[src/rtl/pwm3_center.sv]
`timescale 1ns/1ps
module pwm3_center #(
  parameter int W = 16,
  parameter int BOOT_TICKS = 32000
) (
  input  logic         clk,
  input  logic         rst_n,
  input  logic         init,
  input  logic         stop,
  input  logic [W-1:0] period,
  input  logic [W-1:0] presc,
  input  logic [W-1:0] dead,
  input  logic [W-1:0] mpw,
  input  logic [W-1:0] ht_a,
  input  logic [W-1:0] ht_b,
  input  logic [W-1:0] ht_c,
  input  logic         ld_set,
  output logic         ld_ok,
  output logic         rld_irq,
  input  logic         fault_n,
  output logic         fault_lvl,
  output logic         a_top,
  output logic         a_bot,
  output logic         b_top,
  output logic         b_bot,
  output logic         c_top,
  output logic         c_bot
);
  localparam int BW = $clog2(BOOT_TICKS + 1);
  localparam logic [BW-1:0] BLAST = BW'(BOOT_TICKS - 1);
  localparam int NPH = 3;

  typedef enum logic [1:0] {S_IDLE, S_BOOT, S_RUN, S_FAULT} st_t;

  function automatic logic [W-1:0] clamp_ht(input logic [W-1:0] h, input logic [W-1:0] t,
                                            input logic [W-1:0] m);
    logic [W-1:0] x;
    x = (h > t) ? t : h;
    if (x < m) return '0;
    else if (x > t - m) return t;
    else return x;
  endfunction

  function automatic logic [W-1:0] half_top(input logic [W-1:0] h, input logic [W-1:0] dt);
    return (h > dt) ? (h - dt) >> 1 : '0;
  endfunction

  function automatic logic [W-1:0] half_bot(input logic [W-1:0] h, input logic [W-1:0] dt);
    logic [W:0] s;
    s = {1'b0, h} + {1'b0, dt};
    return s[W:1];
  endfunction

  st_t st;
  logic [W-1:0] cnt, pc, t_q, p_q;
  logic [BW-1:0] bcnt;
  logic [W-1:0] th_q [NPH];
  logic [W-1:0] bh_q [NPH];
  logic [NPH-1:0] full_q, zero_q;
  logic s1, s2, s3;

  wire fall = s3 & ~s2;
  wire run_ok = (st == S_RUN) && !fall;
  wire [W-1:0] p_eff = (p_q == '0) ? W'(1) : p_q;
  wire last_tick = cnt == t_q - W'(1);
  wire rld_pt = run_ok && last_tick && (pc == p_eff - W'(1));
  wire take = rld_pt && ld_ok;
  wire boot_done = (st == S_BOOT) && (bcnt == BLAST);
  wire load = boot_done || take;
  wire [W:0] c_ext = {2'b0, t_q[W-1:1]};
  wire [W:0] k_ext = {1'b0, cnt};

  logic [W-1:0] src_ht [NPH];
  logic [W-1:0] hcl [NPH];
  always_comb begin
    src_ht[0] = boot_done ? (period >> 1) : ht_a;
    src_ht[1] = boot_done ? (period >> 1) : ht_b;
    src_ht[2] = boot_done ? (period >> 1) : ht_c;
    for (int i = 0; i < NPH; i++) hcl[i] = clamp_ht(src_ht[i], period, mpw);
  end

  always_ff @(posedge clk or negedge rst_n) begin
    if (!rst_n) begin
      s1 <= 1'b1;
      s2 <= 1'b1;
      s3 <= 1'b1;
    end else begin
      s1 <= fault_n;
      s2 <= s1;
      s3 <= s2;
    end
  end
  assign fault_lvl = s2;

  always_ff @(posedge clk or negedge rst_n) begin
    if (!rst_n) begin
      st   <= S_IDLE;
      cnt  <= '0;
      pc   <= '0;
      bcnt <= '0;
      t_q  <= '0;
      p_q  <= '0;
    end else begin
      if (fall) st <= S_FAULT;
      else if (init) begin
        st   <= S_BOOT;
        bcnt <= '0;
      end else if (stop) st <= S_IDLE;
      else begin
        case (st)
          S_BOOT: begin
            if (boot_done) begin
              st  <= S_RUN;
              cnt <= '0;
              pc  <= '0;
            end else bcnt <= bcnt + BW'(1);
          end
          S_RUN: begin
            if (last_tick) begin
              cnt <= '0;
              pc  <= (pc == p_eff - W'(1)) ? '0 : pc + W'(1);
            end else cnt <= cnt + W'(1);
          end
          default: ;
        endcase
      end
      if (load) begin
        t_q <= period;
        p_q <= presc;
      end
    end
  end

  always_ff @(posedge clk or negedge rst_n) begin
    if (!rst_n) begin
      full_q <= '0;
      zero_q <= '0;
      for (int i = 0; i < NPH; i++) begin
        th_q[i] <= '0;
        bh_q[i] <= '0;
      end
    end else if (load) begin
      for (int i = 0; i < NPH; i++) begin
        th_q[i]   <= half_top(hcl[i], dead);
        bh_q[i]   <= half_bot(hcl[i], dead);
        full_q[i] <= hcl[i] == period;
        zero_q[i] <= hcl[i] == '0;
      end
    end
  end

  always_ff @(posedge clk or negedge rst_n) begin
    if (!rst_n) begin
      ld_ok   <= 1'b0;
      rld_irq <= 1'b0;
    end else begin
      rld_irq <= take;
      if (take) ld_ok <= 1'b0;
      else if (ld_set) ld_ok <= 1'b1;
    end
  end

  logic [NPH-1:0] top_w, bot_w;
  for (genvar g = 0; g < NPH; g++) begin : g_ph
    wire [W:0] th_e = {1'b0, th_q[g]};
    wire [W:0] bh_e = {1'b0, bh_q[g]};
    wire in_top = (k_ext + th_e >= c_ext) && (k_ext < c_ext + th_e);
    wire in_bot = (k_ext + bh_e >= c_ext) && (k_ext < c_ext + bh_e);
    wire top_raw = full_q[g] | (!zero_q[g] & in_top);
    wire bot_raw = zero_q[g] | (!full_q[g] & !in_bot);
    assign top_w[g] = run_ok & top_raw;
    assign bot_w[g] = run_ok & bot_raw;
  end

  assign a_top = top_w[0];
  assign a_bot = bot_w[0];
  assign b_top = top_w[1];
  assign b_bot = bot_w[1];
  assign c_top = top_w[2];
  assign c_bot = bot_w[2];

  p_no_overlap_r9: assert property (@(posedge clk) disable iff (!rst_n)
    !(a_top && a_bot) && !(b_top && b_bot) && !(c_top && c_bot));

  p_irq_follows_clear_r7: assert property (@(posedge clk) disable iff (!rst_n)
    $fell(ld_ok) |-> rld_irq);

  p_irq_flag_low_r7: assert property (@(posedge clk) disable iff (!rst_n)
    rld_irq |-> !ld_ok);

  p_fault_cut_r10: assert property (@(posedge clk) disable iff (!rst_n)
    $fell(fault_lvl) |-> !(a_top || a_bot || b_top || b_bot || c_top || c_bot));

  p_fault_latch_r10: assert property (@(posedge clk) disable iff (!rst_n)
    (st == S_FAULT && !init && !stop) |=> st == S_FAULT);

  p_cnt_range_r6: assert property (@(posedge clk) disable iff (!rst_n)
    (st == S_RUN && t_q != '0) |-> cnt < t_q);
endmodule

[config.mk]
export PLATFORM = sky130hd
export DESIGN_NAME = pwm3_center
export DESIGN_NICKNAME = d
export VERILOG_FILES = /design/src/rtl/pwm3_center.sv
export SDC_FILE = /design/constraint.sdc
export NUM_CORES = 2
export LEC_CHECK = 0
export BUFFER_PORTS_ARGS = -buffer_cell sky130_fd_sc_hd__buf_2
export CAP_MARGIN = 20
export CORE_MARGIN = 5
export CORE_UTILIZATION = 59
export DETAILED_ROUTE_END_ITERATION = 8
export PLACE_DENSITY = 0.86
export SLEW_MARGIN = 20
export SYNTH_ARGS = -nofsm -noshare
export SYNTH_HDL_FRONTEND = slang
export SYNTH_SLANG_ARGS = --single-unit
[constraint.sdc]
create_clock -name clk -period 7.8 [get_ports clk]
set_input_delay 0.39 -clock clk [delete_from_list [all_inputs] [get_ports clk]]
set_output_delay 0.39 -clock clk [all_outputs]
set_load 0.02 [all_outputs]
==> flow_summary.yaml <==
outcome:
  status: "finished with violations"
  violations: "negative hold slack"
synthesis:
  syn_avg_cell_area_um2: 7.87
  ys_seq_area_share_pct: 15.4
  async_reset_ff_share_pct: 100
  syn_nets: 4584
  ys_ff_latch: 185
  synth_ff_type: "dfrtp_1"
  synth_enable_flop_cells: 0
  yosysWarnings: 0
  ys_types: 109
  syn_area_um2: 30100
  syn_inst: 3822
detailed_routing:
  wl_per_cell_um: 23.1
  drtIter0Drc: 3031
  firstDrtPassIters: 6
  ant_nets: 0
  remaining_drc_errors: 0
  wirelength_um: 115000
  vias_per_cell: 6.42
  vias: 31900
floorplanning:
  die_w_um: 236
  die_area_um2: 55600
  die_h_um: 236
  design.core.area_um2: 50300
  io_pins: 127
  core.rowCount: 82
  start_util_pct: 59.8
job:
  maxCapViolations: 0
power_and_ir_drop:
  ir_drop_uv: 123
  p_total_w: 0.00536
  p_leak_nw: 18.3
  powerDensity_nw_per_um2: 150
sta:
  rsz0062_at_grt: "true"
  relSlewSlack_pct: 26.0
  fin_crit_sh_pct: 99.5
  fin_skew_ps: 13.3
  tightest_slew_ps: 1100
  setup_tns_ps: 0
  hold-worst-slack_ps: -9.13
  fin_crit_ps: 7760
  hold_viol: 13
  report.final.setup_viol: 0
  drv_slew: 0
  fmax_mhz: 129
worst_setup_path:
  r2r_start: "bcnt[0]$_DFFE_PN0P_"
  crit_buf_inv: 8
  critical_path_class: "register to register"
  crit_start: "bcnt[0]$_DFFE_PN0P_"
  rrSetupSlack_ps: 40
  slowest_stage: "a2111oi_1"
  reg2reg_depth: 38
  crit_fanout: 18
  crit_path_end: "g_ph[2].th_e[13]$_DFFE_PN0P_"
  rr_endpoint: "g_ph[2].th_e[13]$_DFFE_PN0P_"
  cp_common_cell: "buf_4"
  required_ps: 8150
  max_stage_delay_ps: 460
  cp_top_family: "compound AO/OA/AOI/OAI gates"
  end_kind: "register"
  cp.depth: 38
  cp-start-kind: "register"
  crit_arrival_ps: 8120
cts:
  cts_tree: "done"
  cts_buffer_depth: 2
  numCtsBuffers: 17
  root_buffer: "clkbuf_16"
  clkTransAtPathRegs_ps: 80
  htreeDepth: 4
  cts_hold_buf: 0
  clock_latency_ps: 460
  clock-sinks: 185
layout:
  nets: 5049
  finalInstanceArea_um2: 35800
  layout_common_cells: "615 x ha_1, 411 x buf_4, 387 x nand2_1, 349 x a21oi_1, 320 x nor2_1"
  mostFrequentLayoutCell: "ha_1"
  fin_util_pct: 71.1
  drive_above_1_share_pct: 17.7
  fin_cells: 4973
  syn_to_final_growth_pct: 19.0
place:
  io_buffers: 126
  dp_hpwl_um: 92000
  placedCellCount: 4915
  gp_congestion: 1.07
  dpl_cell_area_um2: 34300
worst_hold_path:
  hp-class: "input pin to async pin"
global_routing:
  grt_pass1_vias: 31000
  grt_pass1_wl_um: 171000
  antenna_found_initial: 1
  grt.total_usage_pct: 39.0
  globalRouteOverflowTotal: 0
  grt_max_degree: 86
[worst min path at each step]
| stage | startpoint | end |
|---|---|---|
| 2_1_floorplan | rst_n | bcnt[0]$_DFFE_PN0P_ |
| 3_3_place_gp | s1$_DFF_PN1_ | fault_lvl$_DFF_PN1_ |
| 3_5_place_dp | s1$_DFF_PN1_ | fault_lvl$_DFF_PN1_ |
| 4_1_cts | rst_n | bcnt[12]$_DFFE_PN0P_ |
| 5_1_grt | fault_n | s1$_DFF_PN1_ |
| 6_report | rst_n | bcnt[1]$_DFFE_PN0P_ |
[metrics by stage]
stage / worst slack, ps / hold slack [ps]
global route: -318 / 25.0
global placement: -152 / 346
floorplan: -58.3 / 94.4
CTS: -4.78 / 11.9
finish: 38.4 / -9.13
detailed placement: -230 / 348
[repair_timing]
action / CTS / global route
setup buffers: 1 / 21
cloned: 1 / 2
endpoints found under the setup margin: 39 / 73
pin swaps: 6 / 66
gates resized for setup: 18 / 144
[worst register-to-register path: cells and delay by family (launching register included)]
| family | cells | cell delay (ps) |
|---|---|---|
| flip-flops | 1 | 450 |
| XOR/XNOR | 2 | 300 |
| adder cells (fa/ha/maj) | 4 | 860 |
| AO/OA/AOI/OAI | 12 | 2610 |
| buffers and inverters | 8 | 1270 |
| AND/OR/NAND/NOR | 12 | 2150 |
[power breakdown]
group / switching [W] / internal [W]
Clock: 0.000438 / 0.000427
Combinational: 0.00197 / 0.00154
Sequential: 0.0000139 / 0.000964
Total: 0.00243 / 0.00293
[flip-flops by register name (all words and copies together) (netlist names)]
| signal | cells |
|---|---|
| bh_q | 48 |
| g_ph.th_e | 45 |
| cnt | 16 |
| p_q | 16 |
| pc | 16 |
| t_q | 16 |
| bcnt | 15 |
| full_q | 3 |
| zero_q | 3 |
| st | 2 |
| fault_lvl | 1 |
| ld_ok | 1 |
| rld_irq | 1 |
| s1 | 1 |
| s3 | 1 |
[cells by family after synthesis]
logic type,Yosys count,share of synthesized area [%]
simple gates,1154,18.0
compound gates,1098,23.3
fa+ha+maj,645,27.2
buf+inv,350,4.49
xor+xnor,348,10.1
flops,185,15.4
mux,42,1.50
[Yosys cell counts, types with 7 or more instances]
cell       number  area share, %
ha_1          631             26
nand2_1       392            4.9
a21oi_1       373            6.2
nor2_1        333            4.2
xnor2_1       253            7.4
inv_1         238            3.0
o21ai_0       218            3.6
dfrtp_1       182             15
a21o_1        116            2.9
xor2_1         95            2.8
clkbuf_1       94            1.2
o21bai_1       92            2.3
nand4_1        75            1.6
nand3_1        67            1.1
nor3_1         65            1.1
o21a_1         44            1.1
nor2b_1        38           0.79
nand2b_1       37           0.77
a31oi_1        34           0.71
and3_1         32           0.67
nor4_1         32           0.67
mux2i_1        29           0.97
a211oi_1       22           0.55
or3_1          20           0.42
o211ai_1       19           0.47
a22o_1         17           0.50
o31ai_1        17           0.42
o21ai_1        16           0.27
fa_1           13           0.87
mux2_2         11           0.41
a2111oi_0       9           0.26
a211o_1         9           0.26
and2_1          9           0.19
buf_2           9           0.15
o2111ai_1       9           0.26
or4_1           9           0.22
a22oi_1         7           0.17
nand3b_1        7           0.17
o41ai_1         7           0.20
or2_2           7           0.15
[metal layers]
metal / wire [um] / GRT usage, %
met1: 41800 / 45.5
met2: 51200 / 63.2
met3: 10600 / 7.26
met4: 11200 / 30.0
met5: 0 / 0
[final cells by class]
class                   instances  area [um2]
repair buffers                554        4030
clock inverters                13         110
fillers                      4027       14500
diodes                          1        2.50
well taps                     672         841
multi-input cells            3288       24800
inverters                     241         905
clock buffers                  19         443
flip-flops and latches        185        4630
Note: power is estimated with default switching activity, not from simulation.
